<file path="src/rtl/rmap_pkg.sv">
package rmap_pkg;
    localparam int DW   = 8;
    localparam int AW   = 8;
    localparam int NCH  = 2;
    localparam int NCFG = 3;
    localparam int NLOC = 2;
    localparam int NGLB = 2;

    localparam logic [AW-1:0] CFG_ADDR [NCFG] = '{8'h00, 8'h01, 8'h02};
    localparam logic [DW-1:0] CFG_MASK [NCFG] = '{8'h3C, 8'hFF, 8'h0F};
    localparam logic [DW-1:0] CFG_RST  [NCFG] = '{8'h18, 8'h00, 8'h05};

    localparam logic [AW-1:0] IDX_ADDR  = 8'h05;
    localparam logic [AW-1:0] XFER_ADDR = 8'hFF;
    localparam logic [NCH-1:0] IDX_RST  = '1;

    localparam logic [AW-1:0] LOC_ADDR [NLOC] = '{8'h08, 8'h14};
    localparam logic [DW-1:0] LOC_MASK [NLOC] = '{8'h03, 8'h3F};
    localparam logic [DW-1:0] LOC_RST  [NLOC] = '{8'h00, 8'h01};

    localparam logic [AW-1:0] GLB_ADDR [NGLB] = '{8'h22, 8'h38};
    localparam logic [DW-1:0] GLB_MASK [NGLB] = '{8'h07, 8'hFF};
    localparam logic [DW-1:0] GLB_RST  [NGLB] = '{8'h02, 8'h00};

    typedef struct packed {
        logic [NLOC-1:0][DW-1:0] shd;
        logic [NLOC-1:0][DW-1:0] act;
    } chan_st_t;

    typedef struct packed {
        logic [NCFG-1:0][DW-1:0] cfg;
        logic [NCH-1:0]          idx;
        logic                    xfer;
        logic [NGLB-1:0][DW-1:0] shd;
        logic [NGLB-1:0][DW-1:0] act;
    } glob_st_t;

    function automatic chan_st_t chan_reset();
        chan_st_t s;
        for (int k = 0; k < NLOC; k++) begin
            s.shd[k] = LOC_RST[k];
            s.act[k] = LOC_RST[k];
        end
        return s;
    endfunction

    function automatic glob_st_t glob_reset();
        glob_st_t s;
        for (int k = 0; k < NCFG; k++) s.cfg[k] = CFG_RST[k];
        s.idx  = IDX_RST;
        s.xfer = 1'b0;
        for (int k = 0; k < NGLB; k++) begin
            s.shd[k] = GLB_RST[k];
            s.act[k] = GLB_RST[k];
        end
        return s;
    endfunction
endpackage

</file>
<file path="src/rtl/rmap_decode.sv">
module rmap_decode
    import rmap_pkg::*;
(
    input  logic [AW-1:0]   addr_i,
    output logic [NCFG-1:0] hit_cfg_o,
    output logic            hit_idx_o,
    output logic            hit_xfer_o,
    output logic [NLOC-1:0] hit_loc_o,
    output logic [NGLB-1:0] hit_glb_o,
    output logic            hit_any_o
);
    for (genvar k = 0; k < NCFG; k++) begin : g_cfg
        assign hit_cfg_o[k] = (addr_i == CFG_ADDR[k]);
    end
    for (genvar k = 0; k < NLOC; k++) begin : g_loc
        assign hit_loc_o[k] = (addr_i == LOC_ADDR[k]);
    end
    for (genvar k = 0; k < NGLB; k++) begin : g_glb
        assign hit_glb_o[k] = (addr_i == GLB_ADDR[k]);
    end
    assign hit_idx_o  = (addr_i == IDX_ADDR);
    assign hit_xfer_o = (addr_i == XFER_ADDR);
    assign hit_any_o  = |{hit_cfg_o, hit_idx_o, hit_xfer_o, hit_loc_o, hit_glb_o};
endmodule

</file>
<file path="src/rtl/rmap_chan.sv">
module rmap_chan
    import rmap_pkg::*;
(
    input  logic                    clk,
    input  logic                    rst_n,
    input  logic                    wr_en_i,
    input  logic [NLOC-1:0]         hit_loc_i,
    input  logic [DW-1:0]           wdata_i,
    input  logic                    commit_i,
    output logic [NLOC-1:0][DW-1:0] shd_o,
    output logic [NLOC-1:0][DW-1:0] act_o
);
    localparam chan_st_t RST_V = chan_reset();
    chan_st_t st_d, st_q;

    always_comb begin
        st_d = st_q;
        for (int k = 0; k < NLOC; k++) begin
            if (wr_en_i && hit_loc_i[k]) st_d.shd[k] = wdata_i & LOC_MASK[k];
        end
        if (commit_i) st_d.act = st_q.shd;
    end

    always_ff @(posedge clk or negedge rst_n) begin
        if (!rst_n) st_q <= RST_V;
        else        st_q <= st_d;
    end

    assign shd_o = st_q.shd;
    assign act_o = st_q.act;


    act_hold_chk: assert property (@(posedge clk) disable iff (!rst_n)
        !commit_i |=> $stable(act_o));

    commit_copy_chk: assert property (@(posedge clk) disable iff (!rst_n)
        commit_i |=> (act_o == $past(shd_o)));
endmodule

</file>
<file path="src/rtl/rmap_glob.sv">
module rmap_glob
    import rmap_pkg::*;
(
    input  logic                    clk,
    input  logic                    rst_n,
    input  logic                    wr_i,
    input  logic [DW-1:0]           wdata_i,
    input  logic [NCFG-1:0]         hit_cfg_i,
    input  logic                    hit_idx_i,
    input  logic                    hit_xfer_i,
    input  logic [NGLB-1:0]         hit_glb_i,
    output logic [NCFG-1:0][DW-1:0] cfg_o,
    output logic [NCH-1:0]          idx_o,
    output logic                    xfer_o,
    output logic [NGLB-1:0][DW-1:0] shd_o,
    output logic [NGLB-1:0][DW-1:0] act_o
);
    localparam glob_st_t RST_V = glob_reset();
    glob_st_t st_d, st_q;

    always_comb begin
        st_d = st_q;
        for (int k = 0; k < NCFG; k++) begin
            if (wr_i && hit_cfg_i[k]) st_d.cfg[k] = wdata_i & CFG_MASK[k];
        end
        if (wr_i && hit_idx_i) st_d.idx = wdata_i[NCH-1:0];
        for (int k = 0; k < NGLB; k++) begin
            if (wr_i && hit_glb_i[k]) st_d.shd[k] = wdata_i & GLB_MASK[k];
        end
        st_d.xfer = wr_i && hit_xfer_i && wdata_i[0];
        if (st_q.xfer) st_d.act = st_q.shd;
    end

    always_ff @(posedge clk or negedge rst_n) begin
        if (!rst_n) st_q <= RST_V;
        else        st_q <= st_d;
    end

    assign cfg_o  = st_q.cfg;
    assign idx_o  = st_q.idx;
    assign xfer_o = st_q.xfer;
    assign shd_o  = st_q.shd;
    assign act_o  = st_q.act;


    xfer_clear_chk: assert property (@(posedge clk) disable iff (!rst_n)
        (xfer_o && !(wr_i && hit_xfer_i)) |=> !xfer_o);

    glb_hold_chk: assert property (@(posedge clk) disable iff (!rst_n)
        !xfer_o |=> $stable(act_o));
endmodule

</file>
<file path="src/rtl/rmap_top.sv">
module rmap_top
    import rmap_pkg::*;
(
    input  logic                clk,
    input  logic                rst_n,
    input  logic [AW-1:0]       addr_i,
    input  logic [DW-1:0]       wdata_i,
    input  logic                wr_i,
    input  logic                rd_i,
    output logic [DW-1:0]       rdata_o,
    output logic [NCFG*DW-1:0]  cfg_o,
    output logic [NCH*NLOC*DW-1:0] loc_act_o,
    output logic [NGLB*DW-1:0]  glb_act_o
);
    logic [NCFG-1:0] hit_cfg;
    logic            hit_idx, hit_xfer, hit_any;
    logic [NLOC-1:0] hit_loc;
    logic [NGLB-1:0] hit_glb;

    logic [NCFG-1:0][DW-1:0] cfg_q;
    logic [NCH-1:0]          idx_q;
    logic                    xfer_q;
    logic [NGLB-1:0][DW-1:0] gshd, gact;
    logic [NLOC-1:0][DW-1:0] ch_shd [NCH];
    logic [NLOC-1:0][DW-1:0] ch_act [NCH];

    rmap_decode u_dec (
        .addr_i    (addr_i),
        .hit_cfg_o (hit_cfg),
        .hit_idx_o (hit_idx),
        .hit_xfer_o(hit_xfer),
        .hit_loc_o (hit_loc),
        .hit_glb_o (hit_glb),
        .hit_any_o (hit_any)
    );

    rmap_glob u_glb (
        .clk       (clk),
        .rst_n     (rst_n),
        .wr_i      (wr_i),
        .wdata_i   (wdata_i),
        .hit_cfg_i (hit_cfg),
        .hit_idx_i (hit_idx),
        .hit_xfer_i(hit_xfer),
        .hit_glb_i (hit_glb),
        .cfg_o     (cfg_q),
        .idx_o     (idx_q),
        .xfer_o    (xfer_q),
        .shd_o     (gshd),
        .act_o     (gact)
    );

    for (genvar c = 0; c < NCH; c++) begin : g_ch
        rmap_chan u_ch (
            .clk      (clk),
            .rst_n    (rst_n),
            .wr_en_i  (wr_i && idx_q[c]),
            .hit_loc_i(hit_loc),
            .wdata_i  (wdata_i),
            .commit_i (xfer_q),
            .shd_o    (ch_shd[c]),
            .act_o    (ch_act[c])
        );
        for (genvar k = 0; k < NLOC; k++) begin : g_out
            assign loc_act_o[(c*NLOC+k)*DW +: DW] = ch_act[c][k];
        end
    end

    for (genvar k = 0; k < NCFG; k++) begin : g_cfg_out
        assign cfg_o[k*DW +: DW] = cfg_q[k];
    end
    for (genvar k = 0; k < NGLB; k++) begin : g_glb_out
        assign glb_act_o[k*DW +: DW] = gact[k];
    end

    // Lowest selected channel wins a local read; none selected falls back to channel 1.
    logic [$clog2(NCH)-1:0] rd_ch;
    logic [DW-1:0]          rd_val;

    always_comb begin
        rd_ch = '0;
        for (int c = NCH - 1; c >= 0; c--) begin
            if (idx_q[c]) rd_ch = c[$clog2(NCH)-1:0];
        end
        rd_val = '0;
        for (int k = 0; k < NCFG; k++) if (hit_cfg[k]) rd_val = cfg_q[k];
        for (int k = 0; k < NLOC; k++) if (hit_loc[k]) rd_val = ch_shd[rd_ch][k];
        for (int k = 0; k < NGLB; k++) if (hit_glb[k]) rd_val = gshd[k];
        if (hit_idx)  rd_val = DW'(idx_q);
        if (hit_xfer) rd_val = DW'(xfer_q);
    end

    assign rdata_o = rd_i ? rd_val : '0;


    no_chan_write_chk: assert property (@(posedge clk) disable iff (!rst_n)
        (wr_i && (|hit_loc) && (idx_q == '0)) |=> ($stable(ch_shd[0]) && $stable(ch_shd[1])));

    unmapped_read_chk: assert property (@(posedge clk) disable iff (!rst_n)
        (rd_i && !hit_any) |-> (rdata_o == '0));
endmodule

</file>
<file path="config.mk">
export PLATFORM = sky130hd
export DESIGN_NAME = rmap_top
export DESIGN_NICKNAME = d
export VERILOG_FILES = /design/src/rtl/rmap_pkg.sv /design/src/rtl/rmap_decode.sv /design/src/rtl/rmap_chan.sv /design/src/rtl/rmap_glob.sv /design/src/rtl/rmap_top.sv
export SDC_FILE = /design/constraint.sdc
export NUM_CORES = 1
export LEC_CHECK = 0
export ABC_CLOCK_PERIOD_IN_PS = 1650
export BUFFER_PORTS_ARGS = -buffer_cell sky130_fd_sc_hd__buf_2
export CELL_PAD_IN_SITES_DETAIL_PLACEMENT = 1
export CELL_PAD_IN_SITES_GLOBAL_PLACEMENT = 2
export CORE_MARGIN = 2
export CORE_UTILIZATION = 30
export CTS_BUF_LIST = sky130_fd_sc_hd__clkbuf_16
export DETAILED_ROUTE_END_ITERATION = 8
export HOLD_SLACK_MARGIN = 0.1
export PLACE_DENSITY_LB_ADDON = 0.1
export RECOVER_POWER = 100
export SKIP_CTS_REPAIR_TIMING = 1
export SLEW_MARGIN = 20
export SYNTH_ARGS = -nofsm -noshare
export SYNTH_HDL_FRONTEND = slang
export SYNTH_SLANG_ARGS = --single-unit
</file>
<file path="constraint.sdc">
create_clock -name clk -period 1.65 [get_ports clk]
set_input_delay 0.0825 -clock clk [delete_from_list [all_inputs] [get_ports clk]]
set_output_delay 0.0825 -clock clk [all_outputs]
set_load 0.01 [all_outputs]
</file>
==> out/results.md <==
* hold-critical path depth: 2
* remaining global-route overflow: 0
* Total Wirelength: 9.67 mm
* Die Height: 113 um
* final count of hold timing violations: 0
* vias in the first global route: 2767
* number of ports placed on the die boundary: 100
* clk_lat worst skew: 340 ps
* number of CTS-inserted buffers: 9
* power density over the cells: 878 nW/um^2
* share of synthesized area occupied by flip-flops and latches: 51.4%
* worst reg-to-reg path cell count: 5
* Via Count: 2602
* highest achievable clock rate: 484 MHz
* number of cells on the critical path: 7
* starting density of the core: 31.1%
* synthesis-to-finish area growth: 31.2%
* number of buffer cells added on primary ports: 70
* beginning of the worst register-to-register path: u_glb.idx_o[0]$_DFFE_PN1P_
* DIE WIDTH: 113 um
* crit-path max cell delay: 530 ps
* count of final max-slew check failures: 0
* buffers plus inverters on the worst setup path: 2
* clock root cell: clkbuf_16
* drt wl/cell: 17.4 um
* Hold Crit Start: wdata_i[1]
* cell area after placement: 4280 um^2
* share of total power in sequential cells: 45.2%
* CTS HTree Levels: 3
* buffer depth of the longest clock path: 2
* final net count: 428
* number of synthesized register bits: 73
* post-detailed-route count of antenna-violating nets: 0
* CP Launch Type: register
* Pint: 0.00314 W
* number of endpoints failing setup at the final stage: 8
* actual slew at the worst max-slew pin: 1020 ps
* YS warnings: 0
* Design Area, Final: 4700 um^2
* global-route wire length before repair: 15.4 mm
* ratio of cells with drive above 1 in the final layout: 54.0%
* cell family with the largest share of critical-path delay: flip-flops
* register clock-pin slew on the reported worst setup and hold paths: 60 ps
* Detail Placement HPWL: 7.20 mm
* static power due to leakage: 2.35 nW
* critical path data required time: 1570 ps
* relative contribution of the clock network to total power: 46.9%
* Avg Inst Size Synth: 12.4 um^2
* sinks on the clock net: 73
* Rel. slew slack: 32.1%
* distinct cell type count after synthesis: 44
* drt initial violations: 49
* number of optimization iterations in the first detailed-route pass: 4
* commonest cells after routing, fill and taps aside: mux2_2, dfrtp_1, buf_2, buf_4, conb_1
* Core Util, Final: 40.8%
* largest net degree at the start of global routing: 74
* number of antenna cells inserted: 0
* post-synthesis instance total: 289
* All-Layer GR Usage: 15.9%
* Core Rows: 39
* vias per inst: 4.68
* worst setup path startpoint: u_glb.idx_o[1]$_DFFE_PN1P_
* most prevalent standard cell on the critical path: a211oi_2
* cell-by-cell trace of the critical path: nor2b_4 > buf_6 > mux2i_2 > o21ai_1 > a211oi_2 > a211oi_2 > buf_2
* Floorplan Core Area: 11500 um^2
* final estimated routing congestion in global placement: 0.740
* unrepaired setup endpoints after global routing: true
* outcome: finished, violations left
* worst min-delay path class: in -> reg
* fraction of power consumed by combinational cells: 7.9%
* # DRC: 0
* Switching Fraction: 24.0%
* violations in the final reports: setup timing
* number of maximum-capacitance constraint violations: 0
* type of the setup path with the least slack: reg -> out
* VDD IR max: 0.379 mV
* Period minus WS final: 2070 ps
* Syn Std Cell Area: 3580 um^2
* part of the cycle the worst path needs: 125%
* Arr. time, crit path: 1990 ps
* post-route setup slack: -418 ps
* critical path endpoint category: output pin
* Final Hold Slack: 153 ps
* most frequent standard cell in the layout excluding fill and tap cells: mux2_2
* slowest library cell on the worst path: dfstp_2
* total net switching power: 0.000991 W
* number of antenna violations at the first check in global routing: 0
* largest driver fanout on the critical path: 4
* pre-CTS worst setup slack: -165 ps
* total design power: 0.00413 W
* area of the die: 12800 um^2
* clk_skew: 5.75 ps
* TritonCTS clock tree: built
[state kept, by name, summed over array words and instances, names as in the netlist]
| register | cells |
|---|---|
| u_glb.shd_o | 11 |
| u_glb.cfg_o | 16 |
| u_glb.idx_o | 2 |
| g_ch.u_ch.act_o | 16 |
| g_ch.u_ch.shd_o | 16 |
| u_glb.xfer_o | 1 |
| u_glb.act_o | 11 |
[cell type report]
type / instances / area (um^2)
Clock buffer: 9 / 225
Inverter: 1 / 3.75
Timing Repair Buffer: 122 / 757
Multi-Input combinational cell: 201 / 1620
Fill cell: 1290 / 6820
Clock inverter: 7 / 70.1
Sequential cell: 73 / 1840
Tap cell: 143 / 179
[power by group through the flow]
stage               Sequential (W)  Clock [W]  Combinational [W]
floorplan                  0.00190          0           0.000172
global placement           0.00189          0           0.000307
detailed placement         0.00189          0           0.000310
CTS                        0.00186    0.00201           0.000311
global route               0.00187    0.00209           0.000359
finish                     0.00186    0.00194           0.000326
[per-stage QoR]
stage	std cells	TNS, ps
finish	556	-1790
global route	556	-2610
CTS	546	-2350
detailed placement	530	-948
global placement	530	-1060
floorplan	317	0
[final timing paths]
| kind | to | slack (ps) |
|---|---|---|
| setup / recovery | rdata_o[1] | -420 |
| hold / removal | u_glb.cfg_o[9]$_DFFE_PN0P_ | 150 |
| setup reg to reg | g_ch[0].u_ch.shd_o[13]$_DFFE_PN0P_ | 250 |
| hold reg to reg | u_glb.act_o[2]$_DFFE_PN0P_ | 500 |
| max in group asynchronous | g_ch[1].u_ch.act_o[10]$_DFFE_PN0P_ | 440 |
| min in group asynchronous | u_glb.act_o[10]$_DFFE_PN0P_ | 560 |
[synth_stat cells (all sizes together)]
library cell | n | area share (%)
nor4 | 3 | 0.94
and3 | 3 | 0.52
and3b | 3 | 0.73
o2111ai | 1 | 0.24
o22a | 1 | 0.24
or3 | 1 | 0.17
a211oi | 2 | 0.56
dfstp | 12 | 8.8
a221oi | 1 | 0.24
nor3b | 1 | 0.21
mux2i | 5 | 1.4
inv | 1 | 0.10
or4 | 1 | 0.31
a32o | 1 | 0.28
a222oi | 1 | 0.28
a21oi | 10 | 1.4
mux2 | 72 | 23
nand3 | 7 | 0.98
nor2b | 3 | 0.52
nor3 | 5 | 0.84
dfrtp | 61 | 43
nand4 | 5 | 0.87
o21ai | 6 | 0.84
a22oi | 5 | 1.0
nor4b | 1 | 0.24
clkbuf | 5 | 0.52
nand2 | 15 | 1.8
buf | 37 | 7.3
conb | 1 | 0.10
nor2 | 6 | 0.63
and4 | 3 | 0.73
o211ai | 2 | 0.42
nand2b | 3 | 0.52
and2 | 2 | 0.38
nand3b | 1 | 0.21
o22ai | 2 | 0.35
[cell families after synthesis]
| logic type | synth area share (%) |
|---|---|
| and+or+nand+nor | 10.6 |
| other | 0.105 |
| muxes | 24.0 |
| buffers and inverters | 7.93 |
| DFF | 51.4 |
| AOI/OAI and AO/OA | 5.90 |
[routing by layer]
metal / track usage [%] / vias up / share of wire, %
met5: 0 / - / 0
met3: 3.48 / 17 / 3.6
met1: 21.0 / 1285 / 46
met2: 25.4 / 63 / 48
met4: 6.34 / 0 / 1.7
li1: - / 1237 / -
[worst reg2reg max path: stages, from the launching register on]
cell and delay (ps):
dfstp_2 560, buf_6 110, buf_4 90, nand3_1 60, buf_4 190, mux2_2 270
No activity file was read; power rests on OpenSTA's default activity.
